### src/rtl/crs_pkg.sv
package crs_pkg;

  typedef enum logic [2:0] {
    ST_COLD  = 3'd0,
    ST_BUS   = 3'd1,
    ST_XCVR  = 3'd2,
    ST_CLKON = 3'd3,
    ST_HOLD  = 3'd4,
    ST_RUN   = 3'd5,
    ST_WARM  = 3'd6
  } crs_state_e;

  typedef struct packed {
    logic sys_rst_n;
    logic pin_oe;
    logic buf_oe_n;
    logic buf_dir;
    logic bus_oe;
    logic pins_oe;
    logic clk_en;
  } crs_ctl_t;

  // counter width able to hold values 0..n-1
  function automatic int unsigned cnt_width(int unsigned n);
    return (n < 2) ? 1 : $clog2(n);
  endfunction

  // output controls for each sequencer state
  function automatic crs_ctl_t decode(crs_state_e s);
    crs_ctl_t c;
    c = '{sys_rst_n: 1'b0, pin_oe: 1'b1, buf_oe_n: 1'b0, buf_dir: 1'b0,
          bus_oe: 1'b0, pins_oe: 1'b0, clk_en: 1'b0};
    case (s)
      ST_BUS:   c.bus_oe = 1'b1;
      ST_XCVR:  begin c.bus_oe = 1'b1; c.buf_oe_n = 1'b1; c.buf_dir = 1'b1; end
      ST_CLKON,
      ST_HOLD:  begin
        c.bus_oe = 1'b1; c.buf_oe_n = 1'b1; c.buf_dir = 1'b1;
        c.pins_oe = 1'b1; c.clk_en = 1'b1;
      end
      ST_RUN,
      ST_WARM:  begin
        c.bus_oe = 1'b1; c.buf_oe_n = 1'b1; c.buf_dir = 1'b1;
        c.pins_oe = 1'b1; c.clk_en = 1'b1; c.pin_oe = 1'b0;
        c.sys_rst_n = (s == ST_RUN);
      end
      default: ;
    endcase
    return c;
  endfunction

endpackage

### src/rtl/crs_sync.sv
module crs_sync #(
  parameter int unsigned STAGES  = 2,
  parameter logic        RST_VAL = 1'b0
) (
  input  logic              clk,
  input  logic              arst_n,
  input  logic              d,
  output logic [STAGES-1:0] q
);
  // stage 0 samples d; each later stage takes the one before it
  always_ff @(posedge clk or negedge arst_n) begin
    if (!arst_n) q[0] <= RST_VAL;
    else         q[0] <= d;
  end

  for (genvar g = 1; g < STAGES; g++) begin : g_stage
    always_ff @(posedge clk or negedge arst_n) begin
      if (!arst_n) q[g] <= RST_VAL;
      else         q[g] <= q[g-1];
    end
  end
endmodule

### src/rtl/crs_vec_cap.sv
module crs_vec_cap #(
  parameter int unsigned W = 16
) (
  input  logic         clk,
  input  logic         cold_rst_n,
  input  logic [W-1:0] bus_in,
  output logic [W-1:0] vec
);
  // no reset here: the register has to keep loading while cold reset is low
  always_ff @(posedge clk) begin
    if (!cold_rst_n) vec <= bus_in;
  end
endmodule

### src/rtl/crs_seq_fsm.sv
module crs_seq_fsm
  import crs_pkg::*;
#(
  parameter int unsigned HOLD_CYCLES = 4096
) (
  input  logic       clk,
  input  logic       arst_n,
  input  logic       cold_ok,
  input  logic       pin_now,
  input  logic       pin_prev,
  output crs_state_e state,
  output logic       hold_done,
  output logic       warm_fall
);
  localparam int unsigned CW = cnt_width(HOLD_CYCLES);
  localparam logic [CW-1:0] LAST = CW'(HOLD_CYCLES - 1);

  logic [CW-1:0] cnt;
  crs_state_e    nxt;

  assign hold_done = (state == ST_HOLD) && (cnt == LAST);
  assign warm_fall = (state == ST_RUN) && !pin_now && pin_prev;

  always_comb begin
    nxt = state;
    case (state)
      ST_COLD:  if (cold_ok) nxt = ST_BUS;
      ST_BUS:   nxt = ST_XCVR;
      ST_XCVR:  nxt = ST_CLKON;
      ST_CLKON: nxt = ST_HOLD;
      ST_HOLD:  if (hold_done) nxt = ST_RUN;
      ST_RUN:   if (warm_fall) nxt = ST_WARM;
      ST_WARM:  if (pin_now) nxt = ST_RUN;
      default:  nxt = ST_COLD;
    endcase
  end

  always_ff @(posedge clk or negedge arst_n) begin
    if (!arst_n) begin
      state <= ST_COLD;
      cnt   <= '0;
    end else begin
      state <= nxt;
      cnt   <= (state == ST_HOLD && !hold_done) ? cnt + 1'b1 : '0;
    end
  end
endmodule

### src/rtl/cold_reset_seq.sv
module cold_reset_seq
  import crs_pkg::*;
#(
  parameter int unsigned VEC_W       = 16,
  parameter int unsigned HOLD_CYCLES = 4096
) (
  input  logic             clk,
  input  logic             cold_rst_n,
  input  logic [VEC_W-1:0] bus_in,
  input  logic             rst_pin_in,
  input  logic             pci_host_en,
  output logic             sys_rst_n,
  output logic             rst_pin_oe,
  output logic             buf_oe_n,
  output logic             buf_dir,
  output logic             bus_oe,
  output logic             pins_oe,
  output logic             ext_clk_en,
  output logic [VEC_W-1:0] boot_vec,
  output logic             pci_rst_oe,
  output logic             pci_rst_o
);
  logic [1:0] cold_q;
  logic [2:0] pin_q;
  logic       cold_ok;
  logic       hold_done;
  logic       warm_fall;
  crs_state_e state;
  crs_ctl_t   ctl;

  crs_sync #(.STAGES(2), .RST_VAL(1'b0)) u_cold_sync (
    .clk(clk), .arst_n(cold_rst_n), .d(1'b1), .q(cold_q)
  );

  crs_sync #(.STAGES(3), .RST_VAL(1'b1)) u_pin_sync (
    .clk(clk), .arst_n(cold_rst_n), .d(rst_pin_in), .q(pin_q)
  );

  assign cold_ok = cold_q[1];

  crs_vec_cap #(.W(VEC_W)) u_vec (
    .clk(clk), .cold_rst_n(cold_rst_n), .bus_in(bus_in), .vec(boot_vec)
  );

  crs_seq_fsm #(.HOLD_CYCLES(HOLD_CYCLES)) u_fsm (
    .clk(clk), .arst_n(cold_rst_n), .cold_ok(cold_ok),
    .pin_now(pin_q[1]), .pin_prev(pin_q[2]),
    .state(state), .hold_done(hold_done), .warm_fall(warm_fall)
  );

  assign ctl        = decode(state);
  assign sys_rst_n  = ctl.sys_rst_n;
  assign rst_pin_oe = ctl.pin_oe;
  assign buf_oe_n   = ctl.buf_oe_n;
  assign buf_dir    = ctl.buf_dir;
  assign bus_oe     = ctl.bus_oe;
  assign pins_oe    = ctl.pins_oe;
  assign ext_clk_en = ctl.clk_en;
  assign pci_rst_oe = pci_host_en && (state != ST_COLD);
  assign pci_rst_o  = ctl.sys_rst_n;
endmodule

### config.mk
export PLATFORM = sky130hd
export DESIGN_NAME = cold_reset_seq
export DESIGN_NICKNAME = d
export VERILOG_FILES = /design/src/rtl/crs_pkg.sv /design/src/rtl/crs_sync.sv /design/src/rtl/crs_vec_cap.sv /design/src/rtl/crs_seq_fsm.sv /design/src/rtl/cold_reset_seq.sv
export SDC_FILE = /design/constraint.sdc
export NUM_CORES = 1
export LEC_CHECK = 0
export BUFFER_PORTS_ARGS = -buffer_cell sky130_fd_sc_hd__buf_2
export CAP_MARGIN = 15
export CORE_MARGIN = 4
export CORE_UTILIZATION = 53
export DETAILED_ROUTE_END_ITERATION = 12
export GPL_TIMING_DRIVEN = 0
export PLACE_DENSITY_LB_ADDON = 0.15
export SYNTH_ARGS = -nofsm -noshare
export SYNTH_HDL_FRONTEND = slang
export SYNTH_SLANG_ARGS = --single-unit
### constraint.sdc
create_clock -name clk -period 3.3 [get_ports clk]
set_input_delay 0.33 -clock clk [delete_from_list [all_inputs] [get_ports clk]]
set_output_delay 0.33 -clock clk [all_outputs]
set_load 0.01 [all_outputs]
==> results.toml, run 1 <==
[status]
outcome = "completed"

[synth]
syn-num-nets = 133
ys_seq_elements = 36
yosysUniqueCellTypes = 36
yosysTopAreaCellShare = 0.3299
netlist_area_um2 = 1456
ys.flop_type = "dfrtp_1"
syn_avg_cell_area_um2 = 13.00
synth_area_leaders = "edfxtp_1, dfrtp_1, dfstp_2, xnor2_1, nor2_1"
yosysWarningCount = 0
synth_edf_count = 16
ys_seq_area_frac = 0.6761
synth_top_area_cell = "edfxtp_1"
synthCells = 112
async_reset_ff_frac = 0.5556

[cts]
cts_root_buf = "clkbuf_4"
cts_tree = "yes"
post_cts.repair.setup_buffers = 0
clk_pin_slew_ns = 0.09
cts_htree_levels = 2
clk_latency_ns = 0.34
clock_path_buffers = 2
cts.sinks = 36
cts_buffers = 5
cts.repair.resized = 0

[critical_path]
cpPeakStageDelay_ns = 0.37
cp_top_family = "buffers and inverters"
start_kind = "flop"
critPathKind = "reg -> out"
endpoint_kind = "output port"
arrival_ns = 1.66
crit_fanout = 10
cp.required_ns = 2.97
critPathSlowestCell = "dfrtp_1"
cp_cell_sequence = "clkbuf_1 > nand2_1 > xnor2_1 > buf_4 > buf_2"
path_buf_inv = 3

[timing]
hold_viol = 0
max_freq_ghz = 0.5028
fin_crit_ns = 1.989
fin_skew_ns = 0.01298
setup_violations = 0
relSlewSlack = 0.5740
grt_setup_unrepaired = "false"
setup_tns_ns = 0
drv_slew = 0
worst_pin_slew_ns = 0.6353
timing.final.crit_share = 0.6027
holdWs_ns = 0.09404

[global_route]
antenna_found_initial = 0
grt_pass1_wl_mm = 4.243
grt_use_total = 0.1610
overflow = 0
grt_max_degree = 22
grt_pass1_vias = 957

[routing]
drtPass1Iterations = 4
wl_met1_mm = 1.120
wirelength_mm = 2.629
antenna_left = 0
post-route-drc-count = 0
top_layer_used = "met4"
met2_length_mm = 1.218
vias = 990
first_iter_violations = 16
dr_wl_met3_um = 254
vias_per_cell = 5.077
wire_per_inst_um = 13.48

[floorplanning]
num_rows = 18
die_area_um2 = 3651
die_h_um = 60.42
die_w_um = 60.42
core_area_um2 = 2545
start_util = 0.5723
io_pins = 45

[power_and_ir_drop]
cellPowerDensity_nw_per_um2 = 676.2
vdd_drop_max_mv = 0.5597
leakage_uw = 0.0007873
combPwrFrac = 0.336
internal_power_uw = 833.9
power.switching_uw = 378.4
p_clk_frac = 0.214
p_seq_frac = 0.450
swShare = 0.3122

[placement]
dp_hpwl_mm = 1.952
place.gp.congestion = 0.6968
port_buffers = 44

[finish]
nNetsFinal = 185
diodes = 0
drive_gt1_frac = 0.3879
syn_to_final_growth_pct = 23.11

[min_path]
hold_class = "in -> reg"

[flow_run]
maxCapViolCount = 0
[worst register-to-register path, stage by stage (launching register included)]
cell and delay, ns:
dfrtp_1 0.40, ha_1 0.22, nand3_1 0.26, o31ai_2 0.67, a21boi_0 0.24
[synthesized netlist by cell type, types with 2 or more instances]
library cell and number:
nand2_1 5, nand3_1 4, dfrtp_1 17, edfxtp_1 16, o21ai_0 4, o31ai_1 2, xor2_1 2, o21a_1 2
or3_1 3, nor3_1 3, buf_4 3, or4_1 3, nand4_1 2, nor2_1 9, clkbuf_1 2, dfstp_2 3
a21oi_1 5, xnor2_1 4, inv_1 6
[layout make-up]
type	instances	area (µm²)
clock buffer	8	68.82
buffer	6	41.29
tap	30	37.54
fill	183	752.0
inverter	6	22.52
timing repair buffer	45	230.2
multi-input combinational	64	407.9
sequential	36	984.7
[cells in the final DEF (no fill, tap or decap), drive strengths merged, types with 4 or more instances in the layout]
| cell type | n |
|---|---|
| buf | 48 |
| dfrtp | 17 |
| edfxtp | 16 |
| clkbuf | 10 |
| nor2 | 9 |
| inv | 6 |
| nand2 | 5 |
| a21oi | 5 |
| nand3 | 4 |
| o21ai | 4 |
| xnor2 | 4 |
[logic make-up (layout without fill, tap and decap cells)]
family          count (synthesis)  in the layout  synth area share
buf+inv                        12             65           0.04381
fa+ha+maj                       1              1          0.008590
simple gates                   36             36            0.1392
compound gates                 20             20           0.09364
other cells                     1              1          0.002575
xor+xnor                        6              6           0.03608
flops                          36             36            0.6761
[per-layer routing]
metal  vias up  global-route usage
li1        504                   -
met1       451              0.1950
met2        30              0.2577
met3         5             0.07021
met4         0             0.05882
met5         -                   0
[path summary, 6_finish.rpt]
kind,start,to,slack [ns],depth (start not counted)
worst max-delay path,u_fsm.state[1],pins_oe,1.31,5
worst min-delay path,rst_pin_in,u_pin_sync.q[0],0.09,1
worst max register to register,u_fsm.cnt[0],u_fsm.state[0],1.45,4
worst min register to register,u_cold_sync.q[0],u_cold_sync.q[1],0.36,0
max in group asynchronous,cold_rst_n,u_pin_sync.q[2],2.50,2
min in group asynchronous,cold_rst_n,u_fsm.cnt[10],0.45,2
[registers in the layout, indices dropped and copies added, names as in the netlist]
name           count
u_vec.vec         16
u_cold_sync.q      2
u_fsm.state        3
u_fsm.cnt         12
u_pin_sync.q       3
[power groups by stage]
stage / Combinational (µW) / Sequential, µW / Clock, µW
final: 407 / 545 / 260
after global routing: 455 / 554 / 295
after global placement: 397 / 553 / 0
after detailed placement: 412 / 555 / 0
after CTS: 413 / 546 / 272
after floorplan: 268 / 559 / 0
[per-stage QoR]
stage	cell area, µm²	utilization	setup slack [ns]	instances	power [µW]
after global routing	1793	0.7045	1.106	195	1304
after CTS	1793	0.7045	1.286	195	1230
after detailed placement	1714	0.6736	1.456	186	966.9
after floorplan	1456	-	1.723	112	826.3
final	1793	0.7045	1.311	195	1212
after global placement	1714	0.6736	1.473	186	949.7
[repair_timing]
action | CTS | global route
hold buffers | 1 | 0
hold endpoints to repair | 17 | 0
setup endpoints to repair | 0 | 0
Power figures use the tool's default switching activity.
==> run 2, diff against run 1 <==
--- a/config.mk
+++ b/config.mk
@@ -8,7 +8,7 @@
 export BUFFER_PORTS_ARGS = -buffer_cell sky130_fd_sc_hd__buf_2
 export CAP_MARGIN = 15
 export CORE_MARGIN = 4
-export CORE_UTILIZATION = 53
+export CORE_UTILIZATION = 45
 export DETAILED_ROUTE_END_ITERATION = 12
 export GPL_TIMING_DRIVEN = 0
 export PLACE_DENSITY_LB_ADDON = 0.15
==> constraint.sdc (replaced) <==
create_clock -name clk -period 1.8 [get_ports clk]
set_input_delay 0.18 -clock clk [delete_from_list [all_inputs] [get_ports clk]]
set_output_delay 0.18 -clock clk [all_outputs]
set_load 0.01 [all_outputs]
==> run 2 against run 1 <==
Clock power grew 53%. Critical path type unchanged. Count of clock-buffer cells in the layout shrank 1. Sequential cell count unchanged. Total power rose by 84%. Cell count grew 15%. Core utilization decreased by 6.3 points. Die area grew 15%.
==> results.toml, run 2 (synthesized netlist as in run 1, its figures left out) <==
[routing]
drtPass1Iterations = 4
wire_per_inst_um = 12.87
first_iter_violations = 49
vias_per_cell = 4.902
wirelength_mm = 2.896
vias = 1103
antenna_left = 0
post-route-drc-count = 0

[finish]
syn_to_final_growth_pct = 35.65
multi_input_area_um2 = 429.2
diodes = 0
nFillCells = 243
largest_reg_flops = 16
reg.largest.list = "u_vec.vec x16, u_fsm.cnt x12"
final_common_cell = "buf_2"
nNetsFinal = 201
mostFrequentLayoutCells = "buf_2, dfrtp_1, dlygate4sd3_1, edfxtp_1, nor2_1"
drive_gt1_frac = 0.3757
final_util = 0.6419
top_register = "u_vec.vec"
seq_area_um2 = 984.7

[timing]
timing.final.ws_setup_ns = 0.09625
fin_crit_ns = 1.704
timing.final.crit_share = 0.9465
drv_slew = 0
hold_viol = 0
setup_violations = 0
max_freq_ghz = 0.5869
fin_skew_ns = 0.01479
worst_pin_slew_ns = 0.5957
holdWs_ns = 0.01346
grt_setup_unrepaired = "false"
relSlewSlack = 0.6020
setup_tns_ns = 0

[critical_path]
crit_fanout = 10
critPathKind = "reg -> out"
start_kind = "flop"
r2r_slack_ns = 0.15
endpoint_kind = "output port"
arrival_ns = 1.52
cp.required_ns = 1.62

[power_and_ir_drop]
leakage_uw = 0.0008597
internal_power_uw = 1516
power.switching_uw = 717.2
cellPowerDensity_nw_per_um2 = 1130
vdd_drop_max_mv = 0.5448
p_seq_frac = 0.447
p_clk_frac = 0.179
swShare = 0.3212
combPwrFrac = 0.374

[cts]
clk_latency_ns = 0.34
cts.sinks = 36
cts_tree = "yes"
cts_root_buf = "clkbuf_4"
cts_htree_levels = 2
clock_path_buffers = 2
clk_pin_slew_ns = 0.11
cts_buffers = 5

[floorplanning]
core_area_um2 = 3078
start_util = 0.4732
num_rows = 20
io_pins = 45
die_h_um = 64.89
die_area_um2 = 4211
die_w_um = 64.89

[global_route]
grt_max_degree = 22
grt_pass1_vias = 1008
grt_use_total = 0.1433
overflow = 0
grt_pass1_wl_mm = 4.464
antenna_found_initial = 0

[flow_run]
maxCapViolCount = 0

[placement]
dpl_worst_slack_ns = -0.09709
place.gp.congestion = 0.7477
port_buffers = 44
dp_hpwl_mm = 1.873

[status]
outcome = "completed"

[min_path]
hold_class = "in -> reg"
==> run 2: cell count changes in the layout (fill, tap and decap cells not counted), sizes merged <==
cell / previous run / this run
dlygate4sd3: 1 / 16
clkinv: 0 / 1
clkbuf: 10 / 8
buf: 48 / 50
==> run 2: through the flow <==
step / cell area, µm² / std cells / power, µW
finish: 1976 / 225 / 2233
global placement: 1732 / 200 / 1745
global route: 1976 / 225 / 2387
floorplan: 1456 / 112 / 1515
CTS: 1873 / 216 / 2200
detailed placement: 1732 / 200 / 1768
==> run 2: worst max-delay path: stages (launching register included) <==
cell	delay (ns)
dfrtp_1	0.41
clkbuf_4	0.20
and3_2	0.23
nor2_1	0.11
buf_4	0.11
buf_2	0.12
==> run 2: cell type report <==
type | count | share of cell area
repair buffers | 61 | 0.1963
multi-input cells | 64 | 0.2172
clock inverters | 1 | 0.002533
inverters | 6 | 0.01140
flip-flops and latches | 36 | 0.4984
well taps | 44 | 0.02787
clock buffers | 7 | 0.02280
plain buffers | 6 | 0.02343
==> run 2: final timing paths <==
kind | end | startpoint | cells after the start
max in group asynchronous | u_pin_sync.q[0] | cold_rst_n | 2
min in group asynchronous | u_fsm.cnt[11] | cold_rst_n | 2
setup / recovery | buf_oe_n | u_fsm.state[2] | 5
hold / removal | u_vec.vec[5] | bus_in[5] | 1
setup reg to reg | u_fsm.cnt[11] | u_fsm.state[0] | 4
hold reg to reg | u_cold_sync.q[1] | u_cold_sync.q[0] | 0
==> run 2: what timing repair did <==
item / 4_1_cts / 5_1_grt
hold buffers: 8 / 8
setup endpoints to repair: 10 / 3
endpoints found under the hold margin: 24 / 8
gates resized for setup: 3 / 5
pin swaps: 0 / 1
setup buffers: 0 / 1
==> run 2: power groups by stage <==
stage	clock, µW	sequential [µW]	combinational [µW]
after CTS	419	999	782
after global routing	460	1010	918
final	399	998	836
after global placement	0	1010	731
after detailed placement	0	1020	751
after floorplan	0	1020	491
==> run 2: routing by layer <==
layer / wire length, µm / GRT usage / vias up
li1: - / - / 534
met3: 190 / 0.05719 / 7
met5: 0 / 0 / -
met2: 1451 / 0.2439 / 35
met4: 59 / 0.07124 / 0
met1: 1195 / 0.1530 / 527
==> run 3, diff against run 2 <==
--- a/config.mk
+++ b/config.mk
@@ -5,6 +5,7 @@
 export SDC_FILE = /design/constraint.sdc
 export NUM_CORES = 1
 export LEC_CHECK = 0
+export ABC_AREA = 1
 export BUFFER_PORTS_ARGS = -buffer_cell sky130_fd_sc_hd__buf_2
 export CAP_MARGIN = 15
 export CORE_MARGIN = 4
@@ -12,6 +13,7 @@
 export DETAILED_ROUTE_END_ITERATION = 12
 export GPL_TIMING_DRIVEN = 0
 export PLACE_DENSITY_LB_ADDON = 0.15
+export SKIP_CTS_REPAIR_TIMING = 1
 export SYNTH_ARGS = -nofsm -noshare
 export SYNTH_HDL_FRONTEND = slang
 export SYNTH_SLANG_ARGS = --single-unit
==> run 3 against run 2 <==
Via count grew 6.6%. Sequential cell count unchanged. Highest routed layer unchanged. Worst setup slack gained 0.071 ns. Synthesized cell count increased by 29%. Sequential share of layout area down 0.96 points.
==> results.toml, run 3 <==
[status]
outcome = "completed"

[floorplanning]
num_rows = 20
start_util = 0.4817
core_area_um2 = 3153
io_pins = 45
die_w_um = 66.10
die_h_um = 66.10
die_area_um2 = 4369

[critical_path]
start_kind = "flop"
cp.required_ns = 1.62
endpoint_kind = "output port"
cpPeakStageDelay_ns = 0.43
r2r_slack_ns = 0.35
critPathSlowestCell = "dfrtp_1"
critPathKind = "reg -> out"
arrival_ns = 1.45
crit_fanout = 7
cp_cell_sequence = "inv_2 > a21oi_1 > inv_1 > nand3_1 > buf_4 > buf_2"

[routing]
drtPass1Iterations = 4
top_layer_used = "met4"
wirelength_mm = 2.919
vias = 1176
first_iter_violations = 56
wl_met1_mm = 1.240
antenna_left = 0
wire_per_inst_um = 11.45
dr_wl_met3_um = 223
post-route-drc-count = 0
vias_per_cell = 4.612
met2_length_mm = 1.408

[synth]
yosysUniqueCellTypes = 27
syn_avg_cell_area_um2 = 10.48
netlist_area_um2 = 1519
synth_area_leaders = "edfxtp_1, dfrtp_1, nand2_1, dfstp_2, nor2_1"
synth_top_area_cell = "edfxtp_1"
synth_common_cells = "nand2_1, nor2_1, dfrtp_1, inv_1, edfxtp_1"
syn-num-nets = 166
synth.most_common_cell = "nand2_1"
ys.flop_type = "dfrtp_1"
yosysWarningCount = 0
synth_edf_count = 16
ys_seq_area_frac = 0.6483
ys_seq_elements = 36
yosysTopAreaCellShare = 0.3163
async_reset_ff_frac = 0.5556
synthCells = 145

[cts]
clock_path_buffers = 2
cts_htree_levels = 2
clk_latency_ns = 0.34
cts_root_buf = "clkbuf_4"
cts.sinks = 36
clk_pin_slew_ns = 0.10
cts_buffers = 5
cts_tree = "yes"

[power_and_ir_drop]
leakage_uw = 0.0009212
combPwrFrac = 0.307
swShare = 0.3264
cellPowerDensity_nw_per_um2 = 1129
vdd_drop_max_mv = 0.6160
p_clk_frac = 0.245
power.switching_uw = 742.6
internal_power_uw = 1532
p_seq_frac = 0.448

[finish]
fin_area_um2 = 2014
syn_to_final_growth_pct = 32.62
seq_area_um2 = 984.7
top_register = "u_vec.vec"
nNetsFinal = 231
diodes = 0
nFillCells = 265
mostFrequentLayoutCells = "buf_2, nand2_1, nor2_1, dfrtp_1"
reg.largest.list = "u_vec.vec x16, u_fsm.cnt x12"
final_common_cell = "buf_2"
multi_input_area_um2 = 432.9
largest_reg_flops = 16
drive_gt1_frac = 0.3365

[global_route]
grt_pass1_wl_mm = 4.581
grt_pass1_vias = 1074
grt_use_total = 0.1399
grt_max_degree = 22
antenna_found_initial = 0
overflow = 0

[timing]
hold_viol = 0
setup_tns_ns = 0
grt_setup_unrepaired = "false"
timing.final.crit_share = 0.9069
worst_pin_slew_ns = 0.5634
relSlewSlack = 0.6240
max_freq_ghz = 0.6126
fin_crit_ns = 1.632
drv_slew = 0
fin_skew_ns = 0.01120
setup_violations = 0

[placement]
place_area_um2 = 1794
port_buffers = 44
place.gp.congestion = 0.8075
dp_hpwl_mm = 2.114

[flow_run]
maxCapViolCount = 0

[min_path]
hold_class = "in -> reg"
## run 3: routing by layer
layer,vias up,track usage
met5,-,0
met4,0,0.05330
met3,6,0.05782
met2,39,0.2429
met1,542,0.1503
li1,589,-
## run 3: cell type report
| cell class | instances | share of cell area |
|---|---|---|
| tap | 44 | 0.02733 |
| sequential | 36 | 0.4888 |
| clock inverter | 3 | 0.02112 |
| multi-input combinational | 87 | 0.2149 |
| timing repair buffer | 58 | 0.1789 |
| inverter | 18 | 0.03354 |
| buffer | 4 | 0.01677 |
| clock buffer | 5 | 0.01863 |
## run 3: final timing paths
| path | cells after the start | endpoint | start |
|---|---|---|---|
| max in group asynchronous | 2 | u_pin_sync.q[2] | cold_rst_n |
| min in group asynchronous | 2 | u_fsm.cnt[10] | cold_rst_n |
| worst max-delay path | 6 | buf_oe_n | u_fsm.state[2] |
| worst max register to register | 7 | u_fsm.cnt[2] | u_fsm.cnt[0] |
| worst min-delay path | 1 | u_vec.vec[15] | bus_in[15] |
| worst min register to register | 0 | u_cold_sync.q[1] | u_cold_sync.q[0] |
## run 3: cell families (layout without fill, tap and decap cells)
| family | after synthesis | in the layout | synth area share |
|---|---|---|---|
| buffers and inverters | 22 | 88 | 0.06672 |
| AOI/OAI and AO/OA | 6 | 6 | 0.02389 |
| DFF | 36 | 36 | 0.6483 |
| other | 1 | 1 | 0.002469 |
| xor gates and xnor gates | 3 | 3 | 0.01730 |
| and+or+nand+nor | 76 | 76 | 0.2331 |
| adders and majority gates | 1 | 1 | 0.008236 |
## run 3: metrics by stage
stage	power (µW)	hold slack (ns)	instances	util	setup slack [ns]
global placement	1693	0.1525	233	0.5690	0.3835
finish	2275	0.01729	255	0.6389	0.1676
detailed placement	1717	0.1517	233	0.5690	0.3555
global route	2434	0.005993	255	0.6389	0.01495
floorplan	1470	-0.1156	145	-	0.5429
CTS	2281	-0.2380	241	0.5944	0.07789
## run 3: power groups by stage
stage / sequential (µW) / clock [µW] / combinational [µW]
2_1_floorplan: 1030 / 0 / 436
3_3_place_gp: 1030 / 0 / 666
3_5_place_dp: 1030 / 0 / 684
4_1_cts: 1020 / 579 / 686
5_1_grt: 1030 / 616 / 783
6_report: 1020 / 558 / 698
## run 3: worst max-delay path, delay by kind of cell (launching register included)
family	cells	cell delay (ns)
simple gates	1	0.09
compound gates	1	0.08
flops	1	0.43
buf+inv	4	0.51
